File: config.mk
export PLATFORM = sky130hd
export DESIGN_NAME = flash_erase_seq
export DESIGN_NICKNAME = d
export VERILOG_FILES = /design/src/rtl/fes_pkg.sv /design/src/rtl/fes_divider.sv /design/src/rtl/fes_step_plan.sv /design/src/rtl/flash_erase_seq.sv
export SDC_FILE = /design/constraint.sdc
export NUM_CORES = 1
export LEC_CHECK = 0
export ABC_AREA = 1
export BUFFER_PORTS_ARGS = -buffer_cell sky130_fd_sc_hd__buf_2
export CAP_MARGIN = 20
export CORE_MARGIN = 2
export CORE_UTILIZATION = 45
export CTS_CLUSTER_SIZE = 12
export DETAILED_ROUTE_END_ITERATION = 10
export PLACE_DENSITY_LB_ADDON = 0.15
export SETUP_SLACK_MARGIN = 0.05
export SYNTH_ARGS = -nofsm -noshare
export SYNTH_HDL_FRONTEND = slang
export SYNTH_SLANG_ARGS = --single-unit
File: constraint.sdc
create_clock -name clk -period 4.11 [get_ports clk]
set_input_delay 0.6165 -clock clk [delete_from_list [all_inputs] [get_ports clk]]
set_output_delay 0.6165 -clock clk [all_outputs]
set_load 0.03 [all_outputs]
File: src/rtl/fes_pkg.sv
package fes_pkg;
  localparam logic [7:0] OP_BLOCK_ERASE = 8'h50;
  localparam logic [7:0] OP_PAGE_ERASE  = 8'h81;
  localparam logic [7:0] OP_STATUS      = 8'hD7;
  localparam int         BLOCK_PAGES    = 8;

  typedef enum logic [2:0] {
    S_IDLE, S_DIVA, S_DIVL, S_PLAN, S_XFER, S_RXW, S_DESEL, S_GAP
  } fes_state_t;
endpackage

File: src/rtl/fes_divider.sv
module fes_divider #(
  parameter int NW = 24,
  parameter int DW = 11
) (
  input  logic          clk,
  input  logic          rst,
  input  logic          start,
  input  logic [NW-1:0] dividend,
  input  logic [DW-1:0] divisor,
  output logic          done,
  output logic [NW-1:0] quot,
  output logic [DW-1:0] rem
);
  localparam int CW = $clog2(NW + 1);

  logic [CW-1:0] cnt;
  logic          run;
  logic [DW:0]   trial;
  logic [DW:0]   diff;

  assign trial = {rem, quot[NW-1]};
  assign diff  = trial - {1'b0, divisor};

  always_ff @(posedge clk) begin
    if (rst) begin
      run  <= 1'b0;
      done <= 1'b0;
      cnt  <= '0;
      quot <= '0;
      rem  <= '0;
    end else begin
      done <= 1'b0;
      if (start) begin
        run  <= 1'b1;
        cnt  <= CW'(NW);
        quot <= dividend;
        rem  <= '0;
      end else if (run) begin
        if (trial >= {1'b0, divisor}) begin
          rem  <= diff[DW-1:0];
          quot <= {quot[NW-2:0], 1'b1};
        end else begin
          rem  <= trial[DW-1:0];
          quot <= {quot[NW-2:0], 1'b0};
        end
        cnt <= cnt - 1'b1;
        if (cnt == CW'(1)) begin
          run  <= 1'b0;
          done <= 1'b1;
        end
      end
    end
  end

  // the remainder handed back is always below the divisor
  assert_rem_below_divisor_R10: assert property (@(posedge clk) disable iff (rst)
    done |-> (rem < divisor));
endmodule

File: src/rtl/fes_step_plan.sv
module fes_step_plan
  import fes_pkg::*;
#(
  parameter int AW = 24
) (
  input  logic [AW-1:0] page_idx,
  input  logic [AW-1:0] pages_left,
  input  logic [3:0]    shift,
  output logic [7:0]    opcode,
  output logic [7:0]    addr_hi,
  output logic [7:0]    addr_mid,
  output logic [3:0]    step
);
  localparam int WW = AW + 16;

  logic [WW-1:0] wide;
  logic          use_block;

  always_comb begin
    wide      = {16'b0, page_idx} << shift;
    use_block = (page_idx[2:0] == 3'b000) && (pages_left >= AW'(BLOCK_PAGES));
    opcode    = use_block ? OP_BLOCK_ERASE : OP_PAGE_ERASE;
    step      = use_block ? 4'(BLOCK_PAGES) : 4'd1;
    addr_hi   = wide[23:16];
    addr_mid  = wide[15:8];
  end
endmodule

File: src/rtl/flash_erase_seq.sv
module flash_erase_seq
  import fes_pkg::*;
#(
  parameter int AW  = 24,
  parameter int PSW = 11,
  parameter int GW  = 16
) (
  input  logic           clk,
  input  logic           rst,
  input  logic           req_valid,
  input  logic [AW-1:0]  req_addr,
  input  logic [AW-1:0]  req_len,
  input  logic [PSW-1:0] cfg_page_size,
  input  logic [3:0]     cfg_page_shift,
  input  logic [GW-1:0]  cfg_poll_gap,
  output logic           busy,
  output logic           done,
  output logic           err,
  output logic           spi_sel,
  output logic           spi_tx_valid,
  output logic [7:0]     spi_tx_data,
  input  logic           spi_tx_ready,
  input  logic           spi_rx_valid,
  input  logic [7:0]     spi_rx_data
);
  fes_state_t     st;
  logic [AW-1:0]  addr_q, len_q, page_idx, pages_left;
  logic           div_sel, div_start, div_done, addr_rem_nz;
  logic [AW-1:0]  div_quot;
  logic [PSW-1:0] div_rem;
  logic [7:0]     cmd_op, cmd_hi, cmd_mid, last_stat;
  logic [3:0]     cur_step, plan_step;
  logic [7:0]     plan_op, plan_hi, plan_mid;
  logic           polling;
  logic [1:0]     idx;
  logic [GW-1:0]  gap_cnt;
  logic           last_byte;
  logic [AW-1:0]  step_w;

  fes_divider #(.NW(AW), .DW(PSW)) u_div (
    .clk(clk), .rst(rst), .start(div_start),
    .dividend(div_sel ? len_q : addr_q), .divisor(cfg_page_size),
    .done(div_done), .quot(div_quot), .rem(div_rem)
  );

  fes_step_plan #(.AW(AW)) u_plan (
    .page_idx(page_idx), .pages_left(pages_left), .shift(cfg_page_shift),
    .opcode(plan_op), .addr_hi(plan_hi), .addr_mid(plan_mid), .step(plan_step)
  );

  assign last_byte = polling ? (idx == 2'd1) : (idx == 2'd3);
  assign step_w    = AW'(cur_step);

  function automatic logic [7:0] byte_at(input logic pol, input logic [1:0] i,
                                         input logic [7:0] op, input logic [7:0] hi,
                                         input logic [7:0] mid);
    if (pol) return (i == 2'd0) ? OP_STATUS : 8'h00;
    case (i)
      2'd0:    return op;
      2'd1:    return hi;
      2'd2:    return mid;
      default: return 8'h00;
    endcase
  endfunction

  always_ff @(posedge clk) begin
    if (rst) begin
      st <= S_IDLE; busy <= 1'b0; done <= 1'b0; err <= 1'b0;
      spi_sel <= 1'b0; spi_tx_valid <= 1'b0; spi_tx_data <= '0;
      addr_q <= '0; len_q <= '0; page_idx <= '0; pages_left <= '0;
      div_sel <= 1'b0; div_start <= 1'b0; addr_rem_nz <= 1'b0;
      cmd_op <= '0; cmd_hi <= '0; cmd_mid <= '0; cur_step <= '0;
      last_stat <= '0; polling <= 1'b0; idx <= '0; gap_cnt <= '0;
    end else begin
      done <= 1'b0;
      err <= 1'b0;
      div_start <= 1'b0;
      case (st)
        S_IDLE: if (req_valid) begin
          addr_q <= req_addr; len_q <= req_len;
          busy <= 1'b1; div_sel <= 1'b0; div_start <= 1'b1; st <= S_DIVA;
        end
        S_DIVA: if (div_done) begin
          page_idx <= div_quot; addr_rem_nz <= (div_rem != '0);
          div_sel <= 1'b1; div_start <= 1'b1; st <= S_DIVL;
        end
        S_DIVL: if (div_done) begin
          pages_left <= div_quot;
          if (addr_rem_nz || div_rem != '0) begin
            err <= 1'b1; busy <= 1'b0; st <= S_IDLE;
          end else if (div_quot == '0) begin
            done <= 1'b1; busy <= 1'b0; st <= S_IDLE;
          end else begin
            st <= S_PLAN;
          end
        end
        S_PLAN: begin
          cmd_op <= plan_op; cmd_hi <= plan_hi; cmd_mid <= plan_mid;
          cur_step <= plan_step; polling <= 1'b0; idx <= 2'd0;
          spi_sel <= 1'b1; spi_tx_valid <= 1'b1; spi_tx_data <= plan_op;
          st <= S_XFER;
        end
        S_XFER: if (spi_tx_ready) begin
          spi_tx_valid <= 1'b0; st <= S_RXW;
        end
        S_RXW: if (spi_rx_valid) begin
          if (last_byte) begin
            spi_sel <= 1'b0;
            if (polling) last_stat <= spi_rx_data;
            st <= S_DESEL;
          end else begin
            idx <= idx + 2'd1;
            spi_tx_valid <= 1'b1;
            spi_tx_data <= byte_at(polling, idx + 2'd1, cmd_op, cmd_hi, cmd_mid);
            st <= S_XFER;
          end
        end
        S_DESEL: begin
          if (!polling) begin
            polling <= 1'b1; idx <= 2'd0; spi_sel <= 1'b1;
            spi_tx_valid <= 1'b1; spi_tx_data <= OP_STATUS; st <= S_XFER;
          end else if (last_stat[7]) begin
            page_idx <= page_idx + step_w;
            pages_left <= pages_left - step_w;
            if (pages_left == step_w) begin
              done <= 1'b1; busy <= 1'b0; st <= S_IDLE;
            end else begin
              st <= S_PLAN;
            end
          end else begin
            gap_cnt <= cfg_poll_gap; st <= S_GAP;
          end
        end
        S_GAP: begin
          if (gap_cnt == '0) begin
            idx <= 2'd0; spi_sel <= 1'b1; spi_tx_valid <= 1'b1;
            spi_tx_data <= OP_STATUS; st <= S_XFER;
          end else begin
            gap_cnt <= gap_cnt - 1'b1;
          end
        end
        default: st <= S_IDLE;
      endcase
    end
  end

  // a byte is only offered while the device is selected
  assert_tx_inside_sel_R4: assert property (@(posedge clk) disable iff (rst)
    spi_tx_valid |-> spi_sel);
  // the first byte of an erase frame is one of the two erase opcodes
  assert_erase_opcode_R3: assert property (@(posedge clk) disable iff (rst)
    (spi_tx_valid && !polling && idx == 2'd0) |->
      (spi_tx_data == OP_BLOCK_ERASE || spi_tx_data == OP_PAGE_ERASE));
  // done is a single-cycle pulse that clears busy
  assert_done_pulse_R8: assert property (@(posedge clk) disable iff (rst)
    done |=> (!done && !busy));
  // done and err are exclusive
  assert_done_err_excl_R8: assert property (@(posedge clk) disable iff (rst)
    !(done && err));
  // busy only rises after an accepted request
  assert_busy_rise_R8: assert property (@(posedge clk) disable iff (rst)
    $rose(busy) |-> $past(req_valid));
  // an error never coincides with a selected device
  assert_err_no_sel_R1: assert property (@(posedge clk) disable iff (rst)
    err |-> !spi_sel);
  // the page count never underflows on an advance
  assert_no_underflow_R7: assert property (@(posedge clk) disable iff (rst)
    (st == S_DESEL && polling && last_stat[7]) |-> (pages_left >= step_w));
endmodule

==> key figures, run 1 <==
Timing
  • RSZ-0062 raised after global routing: false
  • Tightest hold margin: about 0.43 ns
  • Final hold viol count: 0
  • Minimum clock period: ~2.8 ns
  • Fmax: ~0.36 GHz
  • Fin crit share: 67.8%
  • Setup slack after layout: roughly 1.3 ns
  • Setup_tns: 0 ns
  • Final setup vio count: 0
  • Tightest Pin Transition: roughly 1.0 ns
  • Fin. max-slew vios: 0
  • Clock Skew: 0.0178 ns
  • Slew margin rel.: ~33%

Die
  • Starting Density: a little under half
  • Core ar.: between 20000 and 30000 um^2
  • Chip Width: approximately 160 um
  • Die H: around 160 um
  • DIE AREA: roughly 27000 um^2
  • Row cnt: 58
  • IO Pins: roughly 110

Logic synthesis
  • Post-synthesis cell type count: 45
  • Yosys warnings: 0
  • Mapped Area: between 10000 and 15000 um^2
  • EDFF count, synth: 0
  • Top cells by count, synth: nand2_1, o21ai_0, a21oi_1
  • FF+latch count, synth: about 200
  • Syn Inst Count: between 1.5k and 2k
  • Synth top area cells: dfxtp_1, nand2_1, o21ai_0
  • Top FF cell, synth: dfxtp_1
  • Async SR Flop Fraction: 0%
  • Register area share after synthesis: roughly a third
  • Post-synth top area share: ~34%
  • Syn_nets: approximately 1.9k
  • Mean Syn Cell Area: 6.36 um^2
  • Area leader, netlist: dfxtp_1
  • Most common cell in the netlist: nand2_1

Placed design
  • Detail Placement HPWL: about 23000 um
  • Port buffer count: 97
  • Worst slack at placement: 1.15 ns
  • Gpl congestion: 0.920
  • Placed insts: approximately 2.2k

CTS
  • CTS buffer count: 17
  • Max clock buf depth: 2
  • Clk_lat worst skew: approximately 0.45 ns
  • Hold_buf cts: 0
  • Number of post-CTS setup repair buffers: 0
  • CTS tree: built
  • Reg clk slew, reported paths: ~0.09 ns
  • Clk root buf: clkbuf_16
  • Clock Sinks: ~200
  • CTS H-tree lvls: 4
  • PostCTS Resize Cnt: 0

Global routing
  • Initial antenna violation count: 0
  • Tot GR Track Use: 24.0%
  • Grt ovf: 0
  • First-pass GRT wire length: 53100 um
  • Vias in the first global route: 10.7k
  • Largest net degree at the start of global routing: 61

Pwr
  • Leakage: roughly 0.0056 uW
  • Peak VDD IR: ~0.33 mV
  • Cell Pwr Density: 526 nW/um^2

Finish
  • Number of diodes: 0
  • Layout cell share with drive strength beyond 1: a little under a tenth
  • Final cell count without fillers: ~2.2k
  • Layout area overhead: 10.4%
  • Nets: just under 2k

Critical path
  • Startpoint types: flip-flop
  • Family with the most delay on the worst path: simple AND/OR/NAND/NOR gates
  • Slowest cell on crit path: nand4_1
  • Crit path cell chain: inv_1, ha_1, fa_1, inv_1, nand3_1, nand3_1, nand2_1, nand4_1, a21oi_1, nand2_1, nand2_1, inv_1
  • Worst Setup Path Type: reg2reg
  • WP buf/inv: 3
  • Crit path DAT: between 3 and 4 ns
  • Largest stage delay on the critical path: 0.62 ns
  • Worst-path fanout max: 12
  • Worst EP required: 4.45 ns
  • Critical path endpoint category: flip-flop

Detailed routing
  • Initial DRC Count: between 900 and 1k
  • Drt wl/cell: ~15 um
  • Drt total wl: roughly 32000 um
  • Vias per inst: about 5.4
  • Routed Antenna Nets: 0
  • TritonRoute pass-1 iters: 6
  • Vias after detailed routing: roughly 12k
  • Drt drc: 0

Status
  • Status: complete, no violations

Flow run
  • Max-cap violation count: 0

Min path
  • Tightest Hold Check Type: in2reg
## flip-flops by register name (all words and copies together), names as in the netlist, 2 cells and up
name / cells
len_q: 24
spi_tx_data: 8
idx: 2
cmd_mid: 8
page_idx: 24
u_div.rem: 11
pages_left: 24
u_div.cnt: 5
st: 3
u_div.quot: 24
cmd_hi: 8
gap_cnt: 16
addr_q: 24
## per-stage QoR
step           area (um^2)  util, %  power [uW]
2_1_floorplan        11600        -        4410
3_3_place_gp         12200     48.4        5000
3_5_place_dp         12200     48.4        5040
4_1_cts              12900     50.9        6770
5_1_grt              12900     50.9        7260
6_report             12900     50.9        6760
## final cells by class
class | instances | area [um^2]
clock buffer | 17 | 425
tap | 330 | 413
timing repair buffer | 110 | 583
sequential | 195 | 3900
fill | 2626 | 12400
clock inverter | 15 | 203
multi-input combinational | 1339 | 6570
inverter | 200 | 751
## path summary, 6_finish.rpt
kind / startpoint / end / slack (ns) / cells after the start
max reg2reg: u_div.quot[23] / u_div.quot[0] / 1.32 / 12
min reg2reg: len_q[17] / len_q[17] / 0.46 / 2
max: u_div.quot[23] / u_div.quot[0] / 1.32 / 12
min: req_addr[6] / addr_q[6] / 0.43 / 3
## tightest hold or removal path, stage by stage
cell and delay, ns:
buf_2 0.10, nand3_1 0.07, a21oi_1 0.06
## kinds of logic (layout without fill, tap and decap cells)
logic type | Yosys count | after routing | synth area share [%]
AND/OR/NAND/NOR | 763 | 763 | 27.6
AO/OA/AOI/OAI | 523 | 523 | 23.9
buffers and inverters | 295 | 342 | 10.0
flip-flops | 195 | 195 | 33.5
adder cells (fa/ha/maj) | 26 | 26 | 2.86
XOR/XNOR | 19 | 19 | 1.43
multiplexers | 8 | 8 | 0.688
## power breakdown
part	total, uW	switching, uW	internal (uW)
combinational	2350	1590	756
clock	1740	895	843
sequential	2680	370	2310
## per-layer routing
| layer | part of all wire (%) | up-vias | track usage, % | wire length [um] |
|---|---|---|---|---|
| li1 | - | 6141 | - | - |
| met1 | 49 | 5413 | 35.6 | 15900 |
| met2 | 44 | 314 | 37.3 | 14200 |
| met3 | 5.1 | 25 | 3.01 | 1640 |
| met4 | 1.2 | 0 | 5.10 | 371 |
| met5 | 0 | - | 0 | 0 |
## cell usage in the layout, fill, tap and decap left out, types with 2 or more instances in the layout
cell type,Yosys,final
a211oi_1,4,4
a21oi_1,207,207
a21oi_4,2,2
a22o_1,2,2
a31oi_1,21,21
and2_1,2,2
buf_2,10,97
buf_4,5,13
clkbuf_16,0,17
clkinv_1,3,2
clkinv_4,0,2
clkinv_8,0,6
dfxtp_1,195,195
ha_1,25,25
inv_1,189,189
inv_12,0,3
inv_2,8,9
inv_8,0,3
mux2i_1,8,8
nand2_1,400,399
nand2_4,2,2
nand3_1,125,125
nand3b_1,3,3
nand4_1,29,29
nor2_1,171,170
nor2_2,5,6
nor3_1,10,10
o211ai_1,27,27
o21ai_0,247,247
o21ai_1,3,3
o21bai_1,2,2
o22ai_1,2,2
o31ai_1,2,2
or2_2,11,11
xnor2_1,5,5
xor2_1,14,14
No activity file was read; power rests on OpenSTA's default activity.
==> run 2, diff against run 1 <==
==> constraint.sdc (replaced) <==
create_clock -name clk -period 2.86 [get_ports clk]
set_input_delay 0.429 -clock clk [delete_from_list [all_inputs] [get_ports clk]]
set_output_delay 0.429 -clock clk [all_outputs]
set_load 0.03 [all_outputs]
==> run 2 against run 1 <==
  * Critical path depth unchanged
  * Register-to-register slack got worse by 0.92 ns
  * Fmax increased by 13%
  * Wire length increased by 0.11%
  * Sequential share of layout area decreased by 0.16 points
  * Design area increased by 0.55%
  * Via count about the same
  * Non-clock buffer count increased by 8
  * Die area unchanged
  * Critical endpoint unchanged
==> key figures, run 2 (same netlist as run 1, synthesis figures left out) <==
Finish
  • Final design utilization: between 50% and 60%
  • FILL cells: approximately 2.6k
  • Most frequent cells in the layout: nand2_1, o21ai_0, a21oi_1
  • Most common cell after layout, fill and taps aside: nand2_1
  • Layout cell share with drive strength beyond 1: between 9 and 10%
  • Nets: ~2.0k
  • Number of diodes: 0
  • Layout area overhead: 11.0%

Die
  • Chip Width: around 160 um
  • Core ar.: 25300 um^2
  • IO Pins: between 100 and 150
  • Starting Density: 46.1%
  • Die H: between 150 and 200 um
  • Row cnt: 58
  • DIE AREA: 27200 um^2

Timing
  • Final setup vio count: 0
  • RSZ-0062 raised after global routing: false
  • Final hold viol count: 0
  • Setup_tns: 0 ns
  • Tightest Pin Transition: 0.703 ns
  • Fin crit share: between 80% and 90%
  • Fmax: 0.407 GHz
  • Clock Skew: 0.0173 ns
  • Slew margin rel.: ~53%
  • Minimum clock period: roughly 2.5 ns
  • Setup slack after layout: around 0.40 ns
  • Fin. max-slew vios: 0

CTS
  • Hold_buf cts: 0
  • Clk root buf: clkbuf_16
  • CTS tree: built
  • Number of post-CTS setup repair buffers: 0
  • PostCTS Resize Cnt: 0
  • Clock Sinks: 195
  • Max clock buf depth: 2
  • CTS buffer count: 17
  • Clk_lat worst skew: ~0.45 ns
  • Reg clk slew, reported paths: about 0.080 ns
  • CTS H-tree lvls: 4

Detailed routing
  • Drt wl/cell: about 15 um
  • TritonRoute pass-1 iters: 6
  • Vias after detailed routing: ~12k
  • Drt drc: 0
  • Drt total wl: between 30000 and 40000 um
  • Vias per inst: roughly 5.4
  • Initial DRC Count: slightly below 1k
  • Routed Antenna Nets: 0

Critical path
  • Crit path cell chain: inv_1, ha_1, fa_1, inv_1, nand3_1, nand3_1, nand2_1, nand4_1, a21oi_1, nand2_1, nand2_1, inv_1
  • Critical path endpoint category: flip-flop
  • Worst Setup Path Type: reg2reg
  • Number of cells on the worst reg-to-reg path: 12
  • Largest stage delay on the critical path: about 0.51 ns
  • Worst EP required: approximately 3.2 ns
  • Slowest cell on crit path: nand4_1
  • Crit path DAT: between 2 and 3 ns
  • Worst-path fanout max: 12
  • Startpoint types: flip-flop
  • Worst reg2reg startpoint: u_div.quot[23]
  • Worst Setup SP: u_div.quot[23]

Pwr
  • Switching power: about 4000 uW
  • Clock power share: between 20 and 30%
  • Leakage: 0.00566 uW
  • Peak VDD IR: 0.482 mV
  • Cell Pwr Density: roughly 750 nW/um^2
  • Pwr Total: around 9700 uW
  • Pint: between 5000 and 6000 uW
  • Sw Share: 41.7%
  • Combinational Power Share: approximately 35%
  • Register share of total power: about two fifths

Min path
  • Tightest Hold Check Type: in2reg
  • Hold depth: 3
  • HP Start: req_addr[21]

Global routing
  • Grt ovf: 0
  • Tot GR Track Use: between 20% and 30%
  • Largest net degree at the start of global routing: between 60 and 70
  • Vias in the first global route: 10.5k
  • First-pass GRT wire length: between 50000 and 60000 um
  • Initial antenna violation count: 0

Flow run
  • Max-cap violation count: 0

Placed design
  • Worst slack at placement: about 0.40 ns
  • Port buffer count: 97
  • Gpl congestion: 0.900
  • Detail Placement HPWL: 23100 um

Status
  • Status: complete, no violations
[run 2: cell types whose count changed in the layout (fill, tap and decap cells not counted), sizes merged]
cell and delta:
clkbuf +2, clkinv -2, buf +8
[run 2: cell type report]
cell class,count,area [um^2],share of cell area (%)
sequential,195,3900,30.2
clock inverter,13,160,1.24
inverter,200,751,5.81
tap,330,413,3.20
multi-input combinational,1339,6570,50.9
timing repair buffer,118,668,5.17
clock buffer,19,453,3.51
[run 2: final timing paths]
check	end	slack (ns)
worst max-delay path	u_div.quot[0]	0.40
worst min-delay path	addr_q[21]	0.25
worst max register to register	u_div.quot[0]	0.40
worst min register to register	len_q[18]	0.46
[run 2: worst max-delay path: cells and delay by family, from the launching register on]
kind	cells	cell delay (ns)
flops	1	0.33
fa+ha+maj	2	0.41
buf+inv	3	0.25
compound gates	1	0.31
simple gates	6	1.06
[run 2: power groups by stage]
stage	clock network, uW	logic, uW	registers [uW]
after global placement	0	3370	3860
final	2460	3450	3820
after global routing	2630	3940	3910
after floorplan	0	2570	3770
after detailed placement	0	3420	3870
after CTS	2510	3440	3810
[run 2: routing by layer]
layer / wire length, um / share of wire (%) / track usage (%)
met3: 1410 / 4.4 / 3.21
met5: 0 / 0 / 0
met1: 16200 / 50 / 34.6
met4: 437 / 1.4 / 5.45
met2: 14000 / 44 / 36.6
[run 2: through the flow]
stage / hold WS, ns / area, um^2 / instances
floorplan: 0.426 / 11600 / 1829
global placement: 0.439 / 12300 / 2182
detailed placement: 0.447 / 12300 / 2182
CTS: 0.229 / 12900 / 2214
global route: 0.239 / 12900 / 2214
finish: 0.245 / 12900 / 2214
==> run 3, diff against run 2 <==
--- a/config.mk
+++ b/config.mk
@@ -12,7 +12,7 @@
 export CORE_UTILIZATION = 45
 export CTS_CLUSTER_SIZE = 12
 export DETAILED_ROUTE_END_ITERATION = 10
-export PLACE_DENSITY_LB_ADDON = 0.15
+export PLACE_DENSITY = 0.69
 export SETUP_SLACK_MARGIN = 0.05
 export SYNTH_ARGS = -nofsm -noshare
 export SYNTH_HDL_FRONTEND = slang
==> run 3 against run 2 <==
  * Critical path depth is 4 lower
  * Sequential share of layout area hardly changed
  * Design area is 0.11% higher
  * Via count is 0.55% higher
  * Critical endpoint is now spi_tx_data[1]
  * Highest routed layer unchanged
==> key figures, run 3 (same netlist as run 1, synthesis figures left out) <==
Global routing
  • Initial antenna violation count: 0
  • Grt ovf: 0
  • First-pass GRT wire length: around 52000 um
  • Tot GR Track Use: 23.5%
  • GRT busiest layer: met2
  • Met3 global-route usage: under 10%
  • GR Util met2: 36.1%
  • Largest net degree at the start of global routing: 75
  • Met1 Use GR: between 30% and 40%
  • Vias in the first global route: approximately 11k

Timing
  • Minimum clock period: roughly 2.4 ns
  • Fin. max-slew vios: 0
  • Final setup vio count: 0
  • RSZ-0062 raised after global routing: false
  • Setup slack after layout: between 0.4 and 0.5 ns
  • Final hold viol count: 0
  • Clock Skew: 0.0137 ns
  • Fin crit share: 85.1%
  • Setup_tns: 0 ns
  • Tightest Pin Transition: ~0.66 ns
  • Fmax: about 0.41 GHz
  • Slew margin rel.: a little under three fifths

Finish
  • Multi-input logic area: ~6600 um^2
  • Layout area overhead: 11.2%
  • Layout cell share with drive strength beyond 1: slightly below 10%
  • Nets: roughly 2.0k
  • FILL cells: about 2.5k
  • FF+latch area: ~3900 um^2
  • Number of diodes: 0
  • Most common cell after layout, fill and taps aside: nand2_1
  • Most frequent cells in the layout: nand2_1, o21ai_0, a21oi_1

CTS
  • Clk_lat worst skew: between 0.4 and 0.5 ns
  • Clock Sinks: between 150 and 200
  • Max clock buf depth: 2
  • PostCTS Resize Cnt: 0
  • Clk root buf: clkbuf_16
  • CTS H-tree lvls: 4
  • CTS buffer count: 17
  • CTS tree: built
  • Reg clk slew, reported paths: about 0.080 ns
  • Hold_buf cts: 0
  • Number of post-CTS setup repair buffers: 0

Pwr
  • Cell Pwr Density: approximately 760 nW/um^2
  • Combinational Power Share: a little over a third
  • Switching power: about 4100 uW
  • Clock power share: about a quarter
  • Sw Share: 41.8%
  • Leakage: about 0.0057 uW
  • Pint: ~5700 uW
  • Register share of total power: between 30% and 40%
  • Peak VDD IR: ~0.86 mV

Die
  • IO Pins: 105
  • DIE AREA: approximately 27000 um^2
  • Row cnt: 58
  • Starting Density: 46.1%
  • Chip Width: ~160 um
  • Core ar.: ~25000 um^2
  • Die H: between 150 and 200 um

Critical path
  • Family with the most delay on the worst path: simple AND/OR/NAND/NOR gates
  • Crit path cell chain: nand3_1, or2_2, nand2_1, nor2_1, nand3_1, inv_2, o21ai_0, nor2_1
  • Critical path endpoint category: flip-flop
  • Worst-path fanout max: 13
  • Crit path DAT: 2.78 ns
  • FF-to-FF End: spi_tx_data[1]
  • Startpoint types: flip-flop
  • WP buf/inv: 1
  • Worst EP required: about 3.2 ns
  • Reg-to-reg slack, setup: around 0.43 ns
  • Largest stage delay on the critical path: about 0.73 ns
  • Worst reg2reg startpoint: st[2]
  • Slowest cell on crit path: dfxtp_1
  • Number of cells on the worst reg-to-reg path: 8
  • Worst Setup Path Type: reg2reg

Detailed routing
  • Drt drc: 0
  • Initial DRC Count: 954
  • Routed Antenna Nets: 0
  • TritonRoute pass-1 iters: 5
  • Vias after detailed routing: about 12k
  • Drt total wl: 31400 um
  • Vias per inst: 5.40
  • Drt wl/cell: ~14 um

Flow run
  • Max-cap violation count: 0

Placed design
  • Gpl congestion: 0.941
  • Worst slack at placement: 0.422 ns
  • Detail Placement HPWL: ~23000 um
  • Port buffer count: 97

Min path
  • Hold depth: 3
  • HP Start: req_addr[19]
  • Tightest Hold Check Type: in2reg
  • Hold EP: addr_q[19]

Status
  • Status: complete, no violations
[run 3: cell count changes in the layout (fill, tap and decap cells not counted), sizes merged]
cell,before,now
clkbuf,19,17
buf,118,117
inv,204,205
bufinv,0,1
[run 3: final cells by class]
class | instances | share of cell area [%]
Multi-Input combinational cell | 1339 | 50.8
Sequential cell | 195 | 30.2
Inverter | 200 | 5.80
Timing Repair Buffer | 117 | 5.01
Clock buffer | 17 | 3.29
Tap cell | 330 | 3.19
Clock inverter | 15 | 1.71
[run 3: worst max-delay path by stage]
stage | start | end | slack [ns] | depth (start not counted)
after detailed placement | cfg_page_size[0] | u_div.rem[9] | 0.42 | 11
after global routing | u_div.quot[23] | u_div.quot[0] | 0.24 | 12
final | st[2] | spi_tx_data[1] | 0.43 | 8
after global placement | cfg_page_size[0] | u_div.rem[7] | 0.45 | 11
after floorplan | cfg_page_size[0] | u_div.rem[6] | 0.75 | 11
after CTS | st[2] | spi_tx_data[1] | 0.45 | 8
[run 3: tightest hold or removal path, delay by kind of cell]
family / cells / cell delay (ns)
compound gates: 1 / 0.06
simple gates: 1 / 0.07
buf+inv: 1 / 0.09
[run 3: metal layers]
layer	share of wire [%]	up-vias
met2	43	301
met1	51	5456
li1	-	6154
met3	4.9	37
met5	0	-
met4	1.4	0
[run 3: power groups by stage]
stage / Combinational (uW) / Clock, uW / Sequential, uW
floorplan: 2570 / 0 / 3770
global placement: 3340 / 0 / 3850
detailed placement: 3390 / 0 / 3870
CTS: 3410 / 2640 / 3810
global route: 3950 / 2730 / 3900
finish: 3430 / 2590 / 3820
[run 3: stage by stage]
stage | instances | power [uW] | area [um^2] | utilization (%) | hold slack (ns)
final | 2213 | 9840 | 12900 | 51.2 | 0.238
after global routing | 2213 | 10600 | 12900 | 51.2 | 0.221
after CTS | 2213 | 9860 | 12900 | 51.2 | 0.220
after detailed placement | 2181 | 7250 | 12300 | 48.7 | 0.443
after global placement | 2181 | 7190 | 12300 | 48.7 | 0.439
after floorplan | 1829 | 6340 | 11600 | - | 0.426
